`src/rtl/flow_trace_pkg.sv`:
```
`timescale 1ns/1ps
package flow_trace_pkg;

    // Number of live pipeline addresses placed ahead of the history
    localparam int unsigned PIPE_SLOTS = 3;

    // Readout position of each pipeline address (order is behaviour)
    typedef enum logic [1:0] {
        SLOT_FETCH = 2'd0,
        SLOT_BUS   = 2'd1,
        SLOT_LATCH = 2'd2
    } pipe_slot_e;

endpackage

```
`src/rtl/pipe_snap.sv`:
```
`timescale 1ns/1ps
module pipe_snap
    import flow_trace_pkg::*;
#(
    parameter int unsigned ADDR_W = 24
) (
    input  logic                                clk,
    input  logic                                rst_n,
    input  logic                                freeze_i,
    input  logic [ADDR_W-1:0]                   fetch_i,
    input  logic [ADDR_W-1:0]                   bus_i,
    input  logic [ADDR_W-1:0]                   latch_i,
    output logic [PIPE_SLOTS-1:0][ADDR_W-1:0]   snap_o
);

    typedef struct packed {
        logic [PIPE_SLOTS-1:0][ADDR_W-1:0] slot;
    } snap_state_t;

    snap_state_t s_d, s_q;

    always_comb begin
        s_d = s_q;
        if (!freeze_i) begin
            s_d.slot[int'(SLOT_FETCH)] = fetch_i;
            s_d.slot[int'(SLOT_BUS)]   = bus_i;
            s_d.slot[int'(SLOT_LATCH)] = latch_i;
        end
    end

    always_ff @(posedge clk or negedge rst_n) begin
        if (!rst_n) begin
            s_q <= '0;
        end else begin
            s_q <= s_d;
        end
    end

    assign snap_o = s_q.slot;


    snap_freeze_chk: assert property (@(posedge clk) disable iff (!rst_n)
        freeze_i |=> $stable(snap_o));


    snap_capture_chk: assert property (@(posedge clk) disable iff (!rst_n)
        !freeze_i |=> (snap_o[int'(SLOT_FETCH)] == $past(fetch_i))
                   && (snap_o[int'(SLOT_LATCH)] == $past(latch_i)));

endmodule

```
`src/rtl/cof_ring.sv`:
```
`timescale 1ns/1ps
module cof_ring #(
    parameter int unsigned ADDR_W = 24,
    parameter int unsigned DEPTH  = 12
) (
    input  logic                       clk,
    input  logic                       rst_n,
    input  logic                       freeze_i,
    input  logic                       valid_i,
    input  logic [ADDR_W-1:0]          addr_i,
    // age-ordered selection: 0 = oldest, DEPTH-1 = newest
    input  logic [$clog2(DEPTH)-1:0]   age_i,
    output logic [ADDR_W-1:0]          pick_o
);

    localparam int unsigned PW = $clog2(DEPTH);

    typedef struct packed {
        logic [DEPTH-1:0][ADDR_W-1:0] mem;
        logic [PW-1:0]                wptr;
    } ring_state_t;

    ring_state_t s_d, s_q;

    logic [PW:0]   raw_idx;
    logic [PW-1:0] phys_idx;

    always_comb begin
        s_d = s_q;
        if (valid_i && !freeze_i) begin
            s_d.mem[s_q.wptr] = addr_i;
            if (s_q.wptr == PW'(DEPTH - 1)) begin
                s_d.wptr = '0;
            end else begin
                s_d.wptr = s_q.wptr + 1'b1;
            end
        end
    end

    always_ff @(posedge clk or negedge rst_n) begin
        if (!rst_n) begin
            s_q <= '0;
        end else begin
            s_q <= s_d;
        end
    end

    // the write pointer marks the oldest slot once the ring has wrapped
    assign raw_idx  = {1'b0, s_q.wptr} + {1'b0, age_i};
    assign phys_idx = PW'((raw_idx >= (PW+1)'(DEPTH)) ? raw_idx - (PW+1)'(DEPTH) : raw_idx);
    assign pick_o   = s_q.mem[phys_idx];


    wptr_range_chk: assert property (@(posedge clk) disable iff (!rst_n)
        s_q.wptr < PW'(DEPTH));


    wptr_moves_chk: assert property (@(posedge clk) disable iff (!rst_n)
        (valid_i && !freeze_i) |=> (s_q.wptr != $past(s_q.wptr)));


    wptr_idle_chk: assert property (@(posedge clk) disable iff (!rst_n)
        !valid_i |=> $stable(s_q.wptr));


    ring_freeze_chk: assert property (@(posedge clk) disable iff (!rst_n)
        freeze_i |=> ($stable(s_q.mem) && $stable(s_q.wptr)));


    age_range_chk: assert property (@(posedge clk) disable iff (!rst_n)
        age_i < PW'(DEPTH));

endmodule

```
`src/rtl/read_seq.sv`:
```
`timescale 1ns/1ps
module read_seq
    import flow_trace_pkg::*;
#(
    parameter int unsigned ADDR_W = 24,
    parameter int unsigned DEPTH  = 12
) (
    input  logic                                clk,
    input  logic                                rst_n,
    input  logic                                active_i,
    input  logic                                stb_i,
    input  logic [PIPE_SLOTS-1:0][ADDR_W-1:0]   snap_i,
    input  logic [ADDR_W-1:0]                   pick_i,
    output logic [$clog2(DEPTH)-1:0]            age_o,
    output logic [ADDR_W-1:0]                   data_o
);

    localparam int unsigned TOTAL = PIPE_SLOTS + DEPTH;
    localparam int unsigned RW    = $clog2(TOTAL);
    localparam int unsigned PW    = $clog2(DEPTH);

    typedef struct packed {
        logic [RW-1:0]     rptr;
        logic [ADDR_W-1:0] data;
    } rd_state_t;

    rd_state_t s_d, s_q;
    logic [ADDR_W-1:0] word_sel;

    // history slot addressed when the pointer is past the pipeline words
    assign age_o = (s_q.rptr >= RW'(PIPE_SLOTS)) ? PW'(s_q.rptr - RW'(PIPE_SLOTS)) : '0;

    always_comb begin
        case (s_q.rptr)
            RW'(SLOT_FETCH): word_sel = snap_i[int'(SLOT_FETCH)];
            RW'(SLOT_BUS):   word_sel = snap_i[int'(SLOT_BUS)];
            RW'(SLOT_LATCH): word_sel = snap_i[int'(SLOT_LATCH)];
            default:         word_sel = pick_i;
        endcase
    end

    always_comb begin
        s_d = s_q;
        if (active_i && stb_i) begin
            s_d.data = word_sel;
            if (s_q.rptr == RW'(TOTAL - 1)) begin
                s_d.rptr = '0;
            end else begin
                s_d.rptr = s_q.rptr + 1'b1;
            end
        end
    end

    always_ff @(posedge clk or negedge rst_n) begin
        if (!rst_n) begin
            s_q <= '0;
        end else begin
            s_q <= s_d;
        end
    end

    assign data_o = s_q.data;


    rptr_range_chk: assert property (@(posedge clk) disable iff (!rst_n)
        s_q.rptr < RW'(TOTAL));


    rptr_wrap_chk: assert property (@(posedge clk) disable iff (!rst_n)
        (active_i && stb_i && (s_q.rptr == RW'(TOTAL - 1))) |=> (s_q.rptr == '0));


    ignore_rd_chk: assert property (@(posedge clk) disable iff (!rst_n)
        !active_i |=> ($stable(data_o) && $stable(s_q.rptr)));


    hold_data_chk: assert property (@(posedge clk) disable iff (!rst_n)
        !stb_i |=> $stable(data_o));


    first_word_chk: assert property (@(posedge clk) disable iff (!rst_n)
        (active_i && stb_i && (s_q.rptr == '0)) |=> (data_o == $past(snap_i[int'(SLOT_FETCH)])));

endmodule

```
`src/rtl/flow_trace_buf.sv`:
```
`timescale 1ns/1ps
module flow_trace_buf
    import flow_trace_pkg::*;
#(
    parameter int unsigned ADDR_W = 24,
    parameter int unsigned DEPTH  = 12
) (
    input  logic              clk,
    input  logic              rst_n,
    input  logic              dbg_mode_i,
    input  logic [ADDR_W-1:0] fetch_addr_i,
    input  logic [ADDR_W-1:0] bus_addr_i,
    input  logic [ADDR_W-1:0] latch_addr_i,
    input  logic              cof_valid_i,
    input  logic [ADDR_W-1:0] cof_addr_i,
    input  logic              rd_stb_i,
    output logic [ADDR_W-1:0] rd_data_o
);

    localparam int unsigned PW = $clog2(DEPTH);

    logic [PIPE_SLOTS-1:0][ADDR_W-1:0] snap_w;
    logic [PW-1:0]                     age_w;
    logic [ADDR_W-1:0]                 pick_w;

    pipe_snap #(
        .ADDR_W (ADDR_W)
    ) u_snap (
        .clk      (clk),
        .rst_n    (rst_n),
        .freeze_i (dbg_mode_i),
        .fetch_i  (fetch_addr_i),
        .bus_i    (bus_addr_i),
        .latch_i  (latch_addr_i),
        .snap_o   (snap_w)
    );

    cof_ring #(
        .ADDR_W (ADDR_W),
        .DEPTH  (DEPTH)
    ) u_ring (
        .clk      (clk),
        .rst_n    (rst_n),
        .freeze_i (dbg_mode_i),
        .valid_i  (cof_valid_i),
        .addr_i   (cof_addr_i),
        .age_i    (age_w),
        .pick_o   (pick_w)
    );

    read_seq #(
        .ADDR_W (ADDR_W),
        .DEPTH  (DEPTH)
    ) u_read (
        .clk      (clk),
        .rst_n    (rst_n),
        .active_i (dbg_mode_i),
        .stb_i    (rd_stb_i),
        .snap_i   (snap_w),
        .pick_i   (pick_w),
        .age_o    (age_w),
        .data_o   (rd_data_o)
    );


    reset_data_chk: assert property (@(posedge clk)
        $rose(rst_n) |-> (rd_data_o == '0));

endmodule

```
`config.mk`:
```
export PLATFORM = sky130hd
export DESIGN_NAME = flow_trace_buf
export DESIGN_NICKNAME = d
export VERILOG_FILES = /design/src/rtl/flow_trace_pkg.sv /design/src/rtl/pipe_snap.sv /design/src/rtl/cof_ring.sv /design/src/rtl/read_seq.sv /design/src/rtl/flow_trace_buf.sv
export SDC_FILE = /design/constraint.sdc
export NUM_CORES = 1
export LEC_CHECK = 0
export ABC_AREA = 1
export BUFFER_PORTS_ARGS = -buffer_cell sky130_fd_sc_hd__buf_2
export CORE_MARGIN = 2
export CORE_UTILIZATION = 60
export CTS_CLUSTER_SIZE = 8
export DETAILED_ROUTE_END_ITERATION = 10
export GPL_TIMING_DRIVEN = 1
export PLACE_DENSITY = 0.79
export SLEW_MARGIN = 5
export SYNTH_ARGS = -nofsm -noshare
export SYNTH_HDL_FRONTEND = slang
export SYNTH_SLANG_ARGS = --single-unit
```
`constraint.sdc`:
```
create_clock -name clk -period 9.3 [get_ports clk]
set_input_delay 0 -clock clk [delete_from_list [all_inputs] [get_ports clk]]
set_output_delay 0 -clock clk [all_outputs]
set_load 0.01 [all_outputs]
```
==> results_tabular.tex <==
\begin{tabular}{lr}
\hline
Metric & Value \\
\hline
\multicolumn{2}{l}{\textbf{Clock tree}} \\
Clock Path Buffers & 3 \\
Number of CTS-inserted buffers & 54 \\
TritonCTS clock tree & built \\
Post-cts resize count & 0 \\
H-tree depth & 2 \\
Clock sinks & 392 \\
Root buffer selected by CTS & clkbuf\_16 \\
Clock input transition at the sequential cells of the worst setup and hold paths & 0.05 ns \\
Clock Latency Late Sink & 0.58 ns \\
\multicolumn{2}{l}{\textbf{Setup path}} \\
R2r startpoint & u\_read.s\_q[26]\$\_DFFE\_PN0P\_ \\
CP Buf/Inv Count & 3 \\
Cell family with the largest share of critical-path delay & simple AND/OR/NAND/NOR gates \\
Kind of start point of the critical path & flip-flop \\
Path length in cells of the critical path & 15 \\
Crit path arrival time & 4.73 ns \\
Classification of the worst setup path & reg -> reg \\
Required arrival time at the worst endpoint & 9.81 ns \\
CP Launch Point & u\_read.s\_q[26]\$\_DFFE\_PN0P\_ \\
Critical path's slowest cell & ha\_4 \\
Critical Path Fanout Max & 90 \\
Crit-path max cell delay & 0.89 ns \\
Cell breakdown of the critical path & nor2\_1 -> a21oi\_1 -> ha\_4 -> inv\_2 -> nand3\_2 -> inv\_2 -> nor2\_1 -> nand3\_2 -> nand2\_4 -> inv\_2 -> nand3\_1 -> nand3\_1 -> nand2\_1 -> nand2\_1 -> nand2\_1 \\
Flop-to-flop setup slack & 5.07 ns \\
Number of cells on the worst reg-to-reg path & 15 \\
Critical Path End Type & flip-flop \\
\multicolumn{2}{l}{\textbf{Floorplan}} \\
Number of placement rows & 63 \\
Effective utilization at floorplan & 61.05\% \\
Placeable core region & 29,640 µm² \\
Die Outline Area & 31,560 µm² \\
Top-Level Pins & 125 \\
Die width & 177.7 µm \\
Die extent in y & 177.7 µm \\
\multicolumn{2}{l}{\textbf{STA}} \\
Worst relative slew slack & 11.99\% \\
Number of endpoints failing setup at the final stage & 0 \\
Max Freq & 236.7 MHz \\
Final Max Slew Viols & 0 \\
RSZ-0062 raised after global routing & no \\
Fin. Hold Viols & 6 \\
Setup TNS & 0 ns \\
Skew final & 0.02219 ns \\
Portion of the clock cycle consumed by the worst path in the final layout & 45.43\% \\
Actual transition at the worst max-transition pin & 1.317 ns \\
Clock period minus final worst setup slack & 4.225 ns \\
Worst hold margin & -0.01526 ns \\
\multicolumn{2}{l}{\textbf{Logic synthesis}} \\
Sequential share of the synthesized area & 54.21\% \\
Unique masters post-synth & 30 \\
Area leader, netlist & dfrtp\_1 \\
Synth top area cells & dfrtp\_1, o21ai\_0, nand2\_1 \\
Most numerous cell in the Yosys netlist & dfrtp\_1 \\
Top-area cell type share of the netlist area & 54.21\% \\
Post-synthesis instance total & 2,130 \\
Register bit count reported by yosys & 392 \\
Syn Nets & 2,245 \\
Primary FF master, synth & dfrtp\_1 \\
Syn\_area\_per\_cell & 8.495 µm² \\
Synth top cells by count & dfrtp\_1, nand2\_1, o21ai\_0 \\
Warnings from Yosys & 0 \\
Proportion of register bits with asynchronous set or reset after synthesis & 100.0\% \\
Number of synthesized flops with an enable pin & 0 \\
Cell Area, Synth & 18,090 µm² \\
\multicolumn{2}{l}{\textbf{Drt}} \\
Iteration count of the initial detailed-routing pass & 6 \\
Final WL & 51,390 µm \\
Vias after detailed routing & 15,670 \\
Routed len/inst & 19.40 µm \\
Count of nets left with antenna violations after detail routing & 0 \\
Violation count after the first detailed-routing iteration & 1,665 \\
Drt drc & 0 \\
Average vias per placed instance & 5.916 \\
\multicolumn{2}{l}{\textbf{Finish}} \\
Antenna fix cells & 0 \\
Growth of design area from synthesis to finish & 16.05\% \\
Total Nets Final & 2,374 \\
Fraction of layout cells with a size suffix above 1 & 12.39\% \\
\multicolumn{2}{l}{\textbf{GRT}} \\
Largest net degree at the start of global routing & 98 \\
First-pass GRT wire length & 80,870 µm \\
Global-route track usage on met3 & 5.013\% \\
Met2 layer usage reported by global route & 54.78\% \\
GR Layer Usage met1 & 40.24\% \\
Number of global-route vias before repair & 15,690 \\
Overall routing resource usage & 32.91\% \\
Busiest grt layer & met2 \\
Remaining global-route overflow & 0 \\
Initial antenna violation count & 0 \\
\multicolumn{2}{l}{\textbf{Job}} \\
Number of max-capacitance violations reported & 0 \\
\multicolumn{2}{l}{\textbf{Outcome}} \\
Violations in the final reports & negative hold slack \\
Outcome & finished, violations left \\
\multicolumn{2}{l}{\textbf{Min path}} \\
Hold/Removal Path Class & in -> async \\
\multicolumn{2}{l}{\textbf{Placement}} \\
Total of buffers placed on input and output ports & 124 \\
DP Wirelength & 29,160 µm \\
Final weighted congestion in routability-driven placement & 0.8510 \\
\hline
\end{tabular}
## worst reg2reg max path: cells and delay by family, from the launching register on
family	cells	cell delay [ns]
buffers and inverters	3	0.69
and+or+nand+nor	10	1.96
adders and majority gates	1	0.89
AOI/OAI and AO/OA	1	0.20
DFF	1	0.43
## cells in the final DEF (no fill, tap or decap), types with 2 or more instances in the layout
cell type | synthesis | final
nor2_4 | 0 | 8
buf_2 | 62 | 123
inv_2 | 4 | 4
o21ai_0 | 334 | 334
buf_4 | 25 | 20
nand2_1 | 377 | 377
nor2_1 | 291 | 283
o22ai_1 | 9 | 9
a41oi_1 | 11 | 11
clkbuf_16 | 0 | 54
dfrtp_1 | 392 | 392
inv_1 | 141 | 141
nand3_1 | 57 | 57
nand2_4 | 2 | 2
dlygate4sd3_1 | 0 | 98
ha_1 | 13 | 12
nand3_2 | 2 | 2
a21oi_1 | 239 | 239
clkinv_1 | 8 | 8
a221oi_1 | 13 | 13
mux2_2 | 59 | 59
## sequential cells by signal (all words and copies together) (netlist names)
name           flops
u_snap.snap_o     72
u_read.s_q         4
u_ring.s_q       292
u_read.data_o     24
## routing by layer
metal / vias up / share of wire, %
li1: 7176 / -
met1: 7537 / 37
met2: 752 / 49
met3: 207 / 6.6
met4: 0 / 6.7
met5: - / 0
## logic make-up after synthesis
family | share of synthesized area, %
AO/OA/AOI/OAI | 17.45
XOR/XNOR | 0.1383
adder cells (fa/ha/maj) | 1.010
buffers and inverters | 7.668
flip-flops | 54.21
multiplexers | 3.672
AND/OR/NAND/NOR | 15.85
## metrics by stage
| step | hold WS (ns) | cell area [µm²] | utilization (%) | setup slack [ns] | instances |
|---|---|---|---|---|---|
| final | -0.01526 | 21000 | 70.85 | 5.075 | 2649 |
| after global routing | 0.04586 | 21000 | 70.85 | 4.807 | 2649 |
| after CTS | 0.01828 | 21000 | 70.85 | 5.217 | 2649 |
| after detailed placement | 0.005862 | 18630 | 62.86 | 5.250 | 2495 |
| after global placement | 0.009675 | 18630 | 62.86 | 5.299 | 2495 |
| after floorplan | -0.2956 | 18090 | - | 6.212 | 2130 |
## repair_timing
item	CTS	global route
buffers inserted	0	0
hold endpoints to repair	417	0
hold buffers	98	0
## final timing paths
kind	endpoint
setup / recovery	u_read.data_o[5]$_DFFE_PN0P_
hold / removal	u_ring.s_q[63]$_DFFE_PN0P_
setup reg to reg	u_read.data_o[5]$_DFFE_PN0P_
hold reg to reg	u_ring.s_q[41]$_DFFE_PN0P_
max in group asynchronous	u_ring.s_q[169]$_DFFE_PN0P_
min in group clk	u_ring.s_q[105]$_DFFE_PN0P_
## layout make-up
cell class | count | area (µm²)
well taps | 390 | 488.0
repair buffers | 242 | 1762
multi-input cells | 1416 | 6978
inverters | 153 | 574.3
flip-flops and latches | 392 | 9809
fillers | 2190 | 8640
clock buffers | 54 | 1351
clock inverters | 2 | 36.28
Power is not shown: default switching activity piles up to over one toggle a cycle in this logic, so the estimate is an artifact.
